**config.mk**
```make
export PLATFORM = sky130hd
export DESIGN_NAME = seg_desc_fetch
export DESIGN_NICKNAME = d
export VERILOG_FILES = /design/src/rtl/sdf_pkg.sv /design/src/rtl/sdf_sel_check.sv /design/src/rtl/sdf_decode.sv /design/src/rtl/sdf_ctrl.sv /design/src/rtl/seg_desc_fetch.sv
export SDC_FILE = /design/constraint.sdc
export NUM_CORES = 1
export LEC_CHECK = 0
export BUFFER_PORTS_ARGS = -buffer_cell sky130_fd_sc_hd__buf_2
export CAP_MARGIN = 10
export CELL_PAD_IN_SITES_DETAIL_PLACEMENT = 1
export CELL_PAD_IN_SITES_GLOBAL_PLACEMENT = 1
export CORE_MARGIN = 2
export CORE_UTILIZATION = 33
export CTS_CLUSTER_DIAMETER = 200
export DETAILED_ROUTE_END_ITERATION = 10
export GPL_ROUTABILITY_DRIVEN = 0
export HOLD_SLACK_MARGIN = 0.15
export PLACE_DENSITY = 0.84
export SLEW_MARGIN = 30
export SYNTH_ARGS = -nofsm -noshare
export SYNTH_HDL_FRONTEND = slang
export SYNTH_SLANG_ARGS = --single-unit
```
**constraint.sdc**
```tcl
create_clock -name clk -period 6.1 [get_ports clk]
set_clock_uncertainty 0.15 [all_clocks]
set_input_delay 1.525 -clock clk [delete_from_list [all_inputs] [get_ports clk]]
set_output_delay 1.525 -clock clk [all_outputs]
set_load 0.05 [all_outputs]
```
**src/rtl/sdf_pkg.sv**
```systemverilog
package sdf_pkg;

  localparam int WORD_W = 32;
  localparam int SEL_W  = 16;
  localparam int ACC_BIT = 8;
  localparam int PAGE_SH = 12;

  typedef enum logic [2:0] {
    ST_OK      = 3'd0,
    ST_NO_LDT  = 3'd1,
    ST_LIMIT   = 3'd2,
    ST_INVALID = 3'd3,
    ST_NOT_PRS = 3'd4
  } status_e;

  typedef struct packed {
    logic        present;
    logic [1:0]  dpl;
    logic        codedata;
    logic [3:0]  typ;
    logic        dflt;
    logic        gran;
    logic [31:0] base;
    logic [31:0] limit;
    logic        valid;
    logic [15:0] gsel;
    logic [31:0] goff;
    logic [4:0]  gcnt;
  } desc_t;

  function automatic logic [31:0] seg_base(input logic [31:0] lo, input logic [31:0] hi);
    return {hi[31:24], hi[7:0], lo[31:16]};
  endfunction

  function automatic logic [31:0] seg_limit(input logic [31:0] lo, input logic [31:0] hi);
    logic [19:0] raw;
    raw = {hi[19:16], lo[15:0]};
    if (hi[23]) return {raw, {PAGE_SH{1'b1}}};
    return {12'd0, raw};
  endfunction

  function automatic logic is_gate(input logic [3:0] t);
    return (t == 4'd4) || (t == 4'd6) || (t == 4'd7) ||
           (t == 4'd12) || (t == 4'd14) || (t == 4'd15);
  endfunction

  function automatic logic sys_ok(input logic [3:0] t, input logic [31:0] hi);
    if (is_gate(t)) return hi[7:5] == 3'd0;
    return (t == 4'd1) || (t == 4'd2) || (t == 4'd3) ||
           (t == 4'd5) || (t == 4'd9) || (t == 4'd11);
  endfunction

  function automatic logic span_exceeds(input logic [15:0] off, input logic [31:0] lim);
    logic [32:0] last_byte;
    last_byte = {17'd0, off} + 33'd7;
    return last_byte > {1'b0, lim};
  endfunction

endpackage

```
**src/rtl/sdf_sel_check.sv**
```systemverilog
module sdf_sel_check
  import sdf_pkg::*;
(
  input  logic [SEL_W-1:0]  selector,
  input  logic [WORD_W-1:0] gdt_base,
  input  logic [WORD_W-1:0] gdt_limit,
  input  logic              ldt_ok,
  input  logic [WORD_W-1:0] ldt_base,
  input  logic [WORD_W-1:0] ldt_limit,
  output logic [WORD_W-1:0] desc_addr,
  output logic              no_ldt,
  output logic              lim_fail
);
  logic              use_local;
  logic [SEL_W-1:0]  offset;
  logic [WORD_W-1:0] tab_base;
  logic [WORD_W-1:0] tab_lim;

  always_comb begin
    use_local = selector[2];
    offset    = {selector[SEL_W-1:3], 3'b000};
    tab_base  = use_local ? ldt_base  : gdt_base;
    tab_lim   = use_local ? ldt_limit : gdt_limit;
    no_ldt    = use_local && !ldt_ok;
    lim_fail  = span_exceeds(offset, tab_lim);
    desc_addr = tab_base + {{(WORD_W-SEL_W){1'b0}}, offset};
  end
endmodule

```
**src/rtl/sdf_decode.sv**
```systemverilog
module sdf_decode
  import sdf_pkg::*;
(
  input  logic [WORD_W-1:0] lo,
  input  logic [WORD_W-1:0] hi,
  output desc_t             d
);
  always_comb begin
    d.present  = hi[15];
    d.dpl      = hi[14:13];
    d.codedata = hi[12];
    d.typ      = hi[11:8];
    d.dflt     = hi[22];
    d.gran     = hi[23];
    d.base     = seg_base(lo, hi);
    d.limit    = seg_limit(lo, hi);
    d.valid    = hi[12] ? 1'b1 : sys_ok(hi[11:8], hi);
    d.gsel     = lo[31:16];
    d.goff     = {hi[31:16], lo[15:0]};
    d.gcnt     = hi[4:0];
  end
endmodule

```
**src/rtl/sdf_ctrl.sv**
```systemverilog
module sdf_ctrl
  import sdf_pkg::*;
(
  input  logic              clk,
  input  logic              rst_n,
  input  logic              req,
  input  logic [SEL_W-1:0]  selector,
  input  logic              mark_acc,
  input  logic              no_ldt,
  input  logic              lim_fail,
  input  logic [WORD_W-1:0] desc_addr,
  input  logic              dec_valid,
  input  logic              dec_present,
  input  logic              dec_codedata,
  input  logic              mem_ack,
  input  logic [WORD_W-1:0] mem_rdata,
  output logic              mem_req,
  output logic              mem_we,
  output logic [WORD_W-1:0] mem_addr,
  output logic [WORD_W-1:0] mem_wdata,
  output logic [WORD_W-1:0] lo_q,
  output logic [WORD_W-1:0] hi_q,
  output logic [SEL_W-1:0]  sel_q,
  output logic              mark_q,
  output logic              done,
  output logic [2:0]        status,
  output logic              accept_ev,
  output logic              lo_ack_ev
);
  typedef enum logic [2:0] {
    C_IDLE, C_LO, C_HI, C_EVAL, C_ARD, C_AWR
  } cstate_e;

  cstate_e state;

  assign mem_req   = (state == C_LO) || (state == C_HI) ||
                     (state == C_ARD) || (state == C_AWR);
  assign mem_we    = (state == C_AWR);
  assign accept_ev = (state == C_IDLE) && req;
  assign lo_ack_ev = (state == C_LO) && mem_ack;

  always_ff @(posedge clk) begin
    if (!rst_n) begin
      state     <= C_IDLE;
      done      <= 1'b0;
      status    <= ST_OK;
      mem_addr  <= '0;
      mem_wdata <= '0;
      lo_q      <= '0;
      hi_q      <= '0;
      sel_q     <= '0;
      mark_q    <= 1'b0;
    end else begin
      done <= 1'b0;
      case (state)
        C_IDLE: begin
          if (req) begin
            sel_q  <= selector;
            mark_q <= mark_acc;
            if (no_ldt) begin
              done   <= 1'b1;
              status <= ST_NO_LDT;
            end else if (lim_fail) begin
              done   <= 1'b1;
              status <= ST_LIMIT;
            end else begin
              mem_addr <= desc_addr;
              state    <= C_LO;
            end
          end
        end
        C_LO: begin
          if (mem_ack) begin
            lo_q     <= mem_rdata;
            mem_addr <= mem_addr + 32'd4;
            state    <= C_HI;
          end
        end
        C_HI: begin
          if (mem_ack) begin
            hi_q  <= mem_rdata;
            state <= C_EVAL;
          end
        end
        C_EVAL: begin
          if (!dec_valid) begin
            done <= 1'b1; status <= ST_INVALID; state <= C_IDLE;
          end else if (!mark_q) begin
            done <= 1'b1; status <= ST_OK; state <= C_IDLE;
          end else if (!dec_present) begin
            done <= 1'b1; status <= ST_NOT_PRS; state <= C_IDLE;
          end else if (!dec_codedata) begin
            done <= 1'b1; status <= ST_OK; state <= C_IDLE;
          end else begin
            state <= C_ARD;
          end
        end
        C_ARD: begin
          if (mem_ack) begin
            if (mem_rdata[ACC_BIT]) begin
              done <= 1'b1; status <= ST_OK; state <= C_IDLE;
            end else begin
              mem_wdata <= mem_rdata | (32'd1 << ACC_BIT);
              state     <= C_AWR;
            end
          end
        end
        C_AWR: begin
          if (mem_ack) begin
            done <= 1'b1; status <= ST_OK; state <= C_IDLE;
          end
        end
        default: state <= C_IDLE;
      endcase
    end
  end
endmodule

```
**src/rtl/seg_desc_fetch.sv**
```systemverilog
module seg_desc_fetch
  import sdf_pkg::*;
(
  input  logic        clk,
  input  logic        rst_n,
  input  logic        req,
  input  logic [15:0] selector,
  input  logic        mark_acc,
  input  logic [31:0] gdt_base,
  input  logic [31:0] gdt_limit,
  input  logic        ldt_ok,
  input  logic [31:0] ldt_base,
  input  logic [31:0] ldt_limit,
  output logic        mem_req,
  output logic        mem_we,
  output logic [31:0] mem_addr,
  output logic [31:0] mem_wdata,
  input  logic        mem_ack,
  input  logic [31:0] mem_rdata,
  output logic        done,
  output logic [2:0]  status,
  output logic [1:0]  rpl,
  output logic        tbl_local,
  output logic        d_present,
  output logic [1:0]  d_dpl,
  output logic        d_codedata,
  output logic [3:0]  d_type,
  output logic        d_dflt,
  output logic        d_gran,
  output logic [31:0] d_base,
  output logic [31:0] d_limit,
  output logic        d_valid,
  output logic [15:0] g_sel,
  output logic [31:0] g_off,
  output logic [4:0]  g_cnt
);
  logic [WORD_W-1:0] desc_addr;
  logic              no_ldt;
  logic              lim_fail;
  logic              sel_fault_ev;
  logic [WORD_W-1:0] lo_q;
  logic [WORD_W-1:0] hi_q;
  logic [SEL_W-1:0]  sel_q;
  logic              mark_q;
  logic              accept_ev;
  logic              lo_ack_ev;
  desc_t             dec;

  sdf_sel_check u_sel (
    .selector  (selector),
    .gdt_base  (gdt_base),
    .gdt_limit (gdt_limit),
    .ldt_ok    (ldt_ok),
    .ldt_base  (ldt_base),
    .ldt_limit (ldt_limit),
    .desc_addr (desc_addr),
    .no_ldt    (no_ldt),
    .lim_fail  (lim_fail)
  );

  assign sel_fault_ev = no_ldt || lim_fail;

  sdf_decode u_dec (
    .lo (lo_q),
    .hi (hi_q),
    .d  (dec)
  );

  sdf_ctrl u_ctrl (
    .clk          (clk),
    .rst_n        (rst_n),
    .req          (req),
    .selector     (selector),
    .mark_acc     (mark_acc),
    .no_ldt       (no_ldt),
    .lim_fail     (lim_fail),
    .desc_addr    (desc_addr),
    .dec_valid    (dec.valid),
    .dec_present  (dec.present),
    .dec_codedata (dec.codedata),
    .mem_ack      (mem_ack),
    .mem_rdata    (mem_rdata),
    .mem_req      (mem_req),
    .mem_we       (mem_we),
    .mem_addr     (mem_addr),
    .mem_wdata    (mem_wdata),
    .lo_q         (lo_q),
    .hi_q         (hi_q),
    .sel_q        (sel_q),
    .mark_q       (mark_q),
    .done         (done),
    .status       (status),
    .accept_ev    (accept_ev),
    .lo_ack_ev    (lo_ack_ev)
  );

  assign rpl        = sel_q[1:0];
  assign tbl_local  = sel_q[2];
  assign d_present  = dec.present;
  assign d_dpl      = dec.dpl;
  assign d_codedata = dec.codedata;
  assign d_type     = dec.typ;
  assign d_dflt     = dec.dflt;
  assign d_gran     = dec.gran;
  assign d_base     = dec.base;
  assign d_limit    = dec.limit;
  assign d_valid    = dec.valid;
  assign g_sel      = dec.gsel;
  assign g_off      = dec.goff;
  assign g_cnt      = dec.gcnt;
endmodule

```
# Word-level counts from Yosys, hierarchy flattened
# Cells that the tools add are included.
# W data, S select, Z words.
[word_totals] out_inout_bits=201 reg_bits=139
[classes] n_mux=48 n_eq_ne=27 reduce_logical=26 bitwise_logic=1 n_addsub=3 n_lt_le_gt_ge=1
[ops] op="$mux W32" n=8
[ops] op="$pmux W32 S2" n=1
[ops] op="$mux W3" n=21
[ops] op="$gt A33 B32 Y1" n=1
[ops] op="$add A32 B16 Y32" n=1
[ops] op="$add A32 B3 Y32 const B" n=1
[ops] op="$eq A4 B4 Y1 const B" n=5
[ops] op="$pmux W3 S6" n=1
[ops] op="$add A16 B3 Y17 const B" n=1
[ops] op="$eq A4 B3 Y1 const B" n=4
[ops] op="$mux W1" n=15
[ops] op="$ne A2 B2 Y1 const B" n=7
[ops] op="$reduce_and A7 Y1" n=2
[ops] op="$logic_or A1 B1 Y1" n=13
[ops] op="$pmux W3 S4" n=1
[ops] op="$eq A4 B2 Y1 const B" n=2
[ops] op="$eq A3 B2 Y1 const B" n=2
[ops] op="$eq A3 B3 Y1 const B" n=2
[ops] op="$logic_not A3 Y1" n=2
[ops] op="$reduce_and A2 Y1" n=3
[ops] op="$ne A5 B5 Y1 const B" n=1
[ops] op="$reduce_and A5 Y1" n=1
[ops] op="$eq A4 B1 Y1 const B" n=1
[ops] op="$pmux W1 S4" n=1
[ops] op="9 further kinds" n=9

# Longest topological paths before layout
[logic_depth] word_depth=11 ltp_mapped=17 ltp_nobuf=11

# By module
# Synthesis repeated with hierarchy kept, for this count alone.
[unflattened] hier_cells=1225 hier_area_um2=9412.8
[by_module_without_submodules] module="sdf_ctrl" n_inst=1 cells_each=827 area_each_um2=6321.1
[by_module_without_submodules] module="sdf_sel_check" n_inst=1 cells_each=260 area_each_um2=2047.0
[by_module_without_submodules] module="sdf_decode" n_inst=1 cells_each=138 area_each_um2=1044.8

# Least setup slack after synthesis
# OpenSTA, ideal clock, no wires.
[synth_timing] kind="input-to-reg" start="input port selector[2]" end="register u_ctrl.mem_addr[21]" required_ps=5824 n_path_buf=6 setup_ps=126 arrival_ps=4770 cell_stages=17 path_slack_ps=1054 cell_sequence="buf_4 buf_4 buf_2 buf_2 buf_2 mux2_2 ha_1 inv_1 fa_1 nand2b_1 a21oi_1 o2111a_1 or4_1 clkbuf_1 and4_1 o211ai_1 a22oi_1"
[synth_via] elab_chain_len=6 elab_cells_between_ends=12
[synth_lines] item="start, declared" line_no="seg_desc_fetch.sv:7" source="input logic [15:0] selector,"
[synth_lines] item="$mux W32" line_no="sdf_sel_check.sv:22" source="tab_base = use_local ? ldt_base : gdt_base;"
[synth_lines] item="$add A32 B16 Y32" line_no="sdf_sel_check.sv:26" source="desc_addr = tab_base + {{(WORD_W-SEL_W){1'b0}}, offset};"
[synth_lines] item="$mux W32" line_no="sdf_ctrl.sv:63" source="end else if (lim_fail) begin"
[synth_lines] item="$mux W32" line_no="sdf_ctrl.sv:60" source="if (no_ldt) begin"
[synth_lines] item="$mux W32" line_no="sdf_ctrl.sv:57" source="if (req) begin"
[synth_lines] item="$pmux W32 S2" line_no="sdf_ctrl.sv:55" source="case (state)"
[synth_lines] item="end signal, assigned" line_no="sdf_ctrl.sv:67" source="mem_addr <= desc_addr;"
[synth_lines] item="end signal, assigned" line_no="sdf_ctrl.sv:75" source="mem_addr <= mem_addr + 32'd4;"
[synth_lines] item="end, declared" line_no="sdf_ctrl.sv:19" source="output logic [WORD_W-1:0] mem_addr,"
# Several ways; a longest one is shown, not always the timed one. The select of a mux whose other input is x is not followed.
# A chain may end at the register's enable or synchronous reset.

# Worst setup path after layout
[layout_timing] start="input port selector[2]" end="register u_ctrl.mem_addr[0]"
# Same word-level chain as after synthesis.

==> impl_metrics.toml <==
[synth]
mappedNetlistArea_mm2 = 0.008387
synthCells = 1089
ys_types = 77
yosys-top-cells-area = "dfxtp_1 (33%), nand2_1 (11%), a21oi_1 (8.7%)"
ys_warn_count = 0
synth_seq_cells = 139
avgSynthCellArea_um2 = 7.701
synth.top_cell.area_share_pct = 33.18
syn_nets = 1299
synth-edff-count = 0
synth_flop_cell = "dfxtp_1"
synth_top_cell_by_area = "dfxtp_1"
async_flop_share_pct = 0
yosysSeqAreaShare_pct = 33.18

[run]
drv_cap = 0

[final_layout]
final_cells = 1743
fin_nets = 1608
final_cell_mix = "buf_2 (382), nand2_1 (248), a21oi_1 (145), dfxtp_1 (138), nor2_1 (42)"
final_core_util_pct = 43.47
final_area_mm2 = 0.01088
area.growth.synth_to_final_pct = 29.76
final_common_cell = "buf_2"
drive_above_1_share_pct = 34.16

[place]
pre_cts_slack_ps = 804.3
place.detailed.hpwl_mm = 25.99
dpl_cell_area_mm2 = 0.01027
portBuffers = 382
dp.cells = 1709

[critical_path]
path_class = "in -> reg"
cp_max_fo = 35
crit_required_ps = 6290
arrival_ps = 5060
max_stage_delay_ps = 660
r2r_slack_ps = 2950
critPathMostFrequentCell = "nand3_1"
critPathBufInv = 1
cp_top_family = "simple AND/OR/NAND/NOR gates"
slowest_stage = "buf_2"
path_cells = "buf_2 > mux2_2 > ha_1 > nand3_1 > a2111oi_0 > nand3_1 > o211ai_4 > nand3_2 > or3_1 > a21oi_1"
cp-start-kind = "primary input"
end_kind = "flop"

[power]
ir_drop_uv = 175.7
p_comb_share_pct = 27.1
powerDensity_mw_per_mm2 = 261.6
leakage_nw = 4.978
total_power_mw = 2.847
seqPwrFrac_pct = 36.0
p_sw_share_pct = 37.69
intPower_mw = 1.774
p_switching_mw = 1.073
pwr-share-clk_pct = 36.9

[global_routing]
grt_antenna_before_repair = 3
met1_usage_pct = 26.25
grt_pass1_vias = 9365
grt.overflow.total = 0
grt_usage_pct = 24.35
grt-busiest-layer = "met2"
grt_pass1_wl_mm = 50.54
grt_max_degree = 69
use_met3_pct = 5.256
grtUsageMet2_pct = 45.86

[floorplan]
die_h_um = 163.4
start_util_pct = 33.50
num_io_pins = 383
core-area_mm2 = 0.02504
rows = 58
die_w_um = 163.4
dieArea_mm2 = 0.02671

[sta]
rsz0062_at_grt = "no"
slew_headroom_pct = 39.30
fmax_mhz = 205.1
setup_violations = 0
period_share_pct = 79.91
tightest_slew_ps = 910.6
fin_ws_ps = 1225
totalNegativeSetupSlack_ps = 0
drv_slew = 0
fin_crit_ps = 4875
hold_violations = 0
holdWs_ps = 302.6

[clocking]
cts.sinks = 139
cts_max_level = 4
clock_latency_ps = 420
cts_root_buf = "clkbuf_16"
cts_resized = 0
cts_tree = "yes"
path_clk_slew_ps = 60
cts_buffers = 17
ctsHoldBuffers = 0
post-cts-setup-buffers = 0
cts_buffer_depth = 2

[hold_path]
hp-class = "reg -> reg"

[routing]
drcViolationCount = 0
vias = 9284
detail_route.wirelength_mm = 33.48
vias_per_cell = 5.326
dr.first_iter.drc_count = 551
wl_per_cell_um = 19.21
ant_nets = 0
first_pass_iters = 5

[run_status]
status = "completed"
-- power groups by stage --
stage | clock (mW) | combinational, mW | sequential, mW
global route | 1.12 | 0.829 | 1.03
floorplan | 0 | 0.392 | 1.18
global placement | 0 | 0.754 | 1.04
detailed placement | 0 | 0.772 | 1.04
CTS | 1.08 | 0.774 | 1.02
finish | 1.05 | 0.771 | 1.03
-- flip-flops by register name, indices dropped and copies added, names as in the netlist --
| signal | cells |
|---|---|
| u_ctrl.hi_q | 32 |
| u_ctrl.sel_q | 3 |
| u_ctrl.mem_wdata | 32 |
| u_ctrl.state | 3 |
| u_ctrl.status | 3 |
| u_ctrl.lo_q | 32 |
| u_ctrl.mark_q | 1 |
| u_ctrl.done | 1 |
| u_ctrl.mem_addr | 32 |
-- worst paths after layout --
check / from / endpoint / cells after the start
worst max-delay path: selector[2] / u_ctrl.mem_addr[0] / 10
worst min-delay path: u_ctrl.mem_wdata[15] / u_ctrl.mem_wdata[15] / 2
worst max register to register: u_ctrl.state[1] / u_ctrl.mem_addr[6] / 7
worst min register to register: u_ctrl.mem_wdata[15] / u_ctrl.mem_wdata[15] / 2
-- logic make-up (layout without fill, tap and decap cells) --
group,count (synthesis),after routing,share of synthesized area (%)
compound gates,280,280,21.16
buf+inv,116,438,6.952
other cells,0,2,0
fa+ha+maj,28,28,4.267
flops,139,139,33.18
simple gates,449,449,25.14
xor+xnor,22,22,2.297
mux,55,55,7.012
-- cells in the mapped netlist (17+ instances only) --
cell type / n
nand2_1: 249
dfxtp_1: 139
nand4_1: 17
mux2_2: 26
o21ai_0: 23
nor2_1: 44
buf_4: 35
mux2i_1: 28
clkbuf_1: 52
a21oi_1: 145
ha_1: 27
nand3_1: 32
-- cell type report --
class	count	area, um2
sequential	139	2784
timing repair buffer	391	1979
inverter	15	58.81
tap	330	412.9
clock buffer	17	425.4
antenna	2	5.005
fill	3199	14150
clock inverter	15	172.7
multi-input combinational	834	5045
-- metal layers --
metal / part of all wire, % / routed length [um]
met4: 3.0 / 988
met3: 6.2 / 2087
met5: 0.021 / 7
met2: 51 / 17220
met1: 39 / 13170
-- tightest hold or removal path, delay by kind of cell, from the launching register on --
kind / cells / cell delay [ps]
AOI/OAI and AO/OA: 1 / 50
DFF: 1 / 310
and+or+nand+nor: 1 / 50
(Power assumes the default switching activity.)
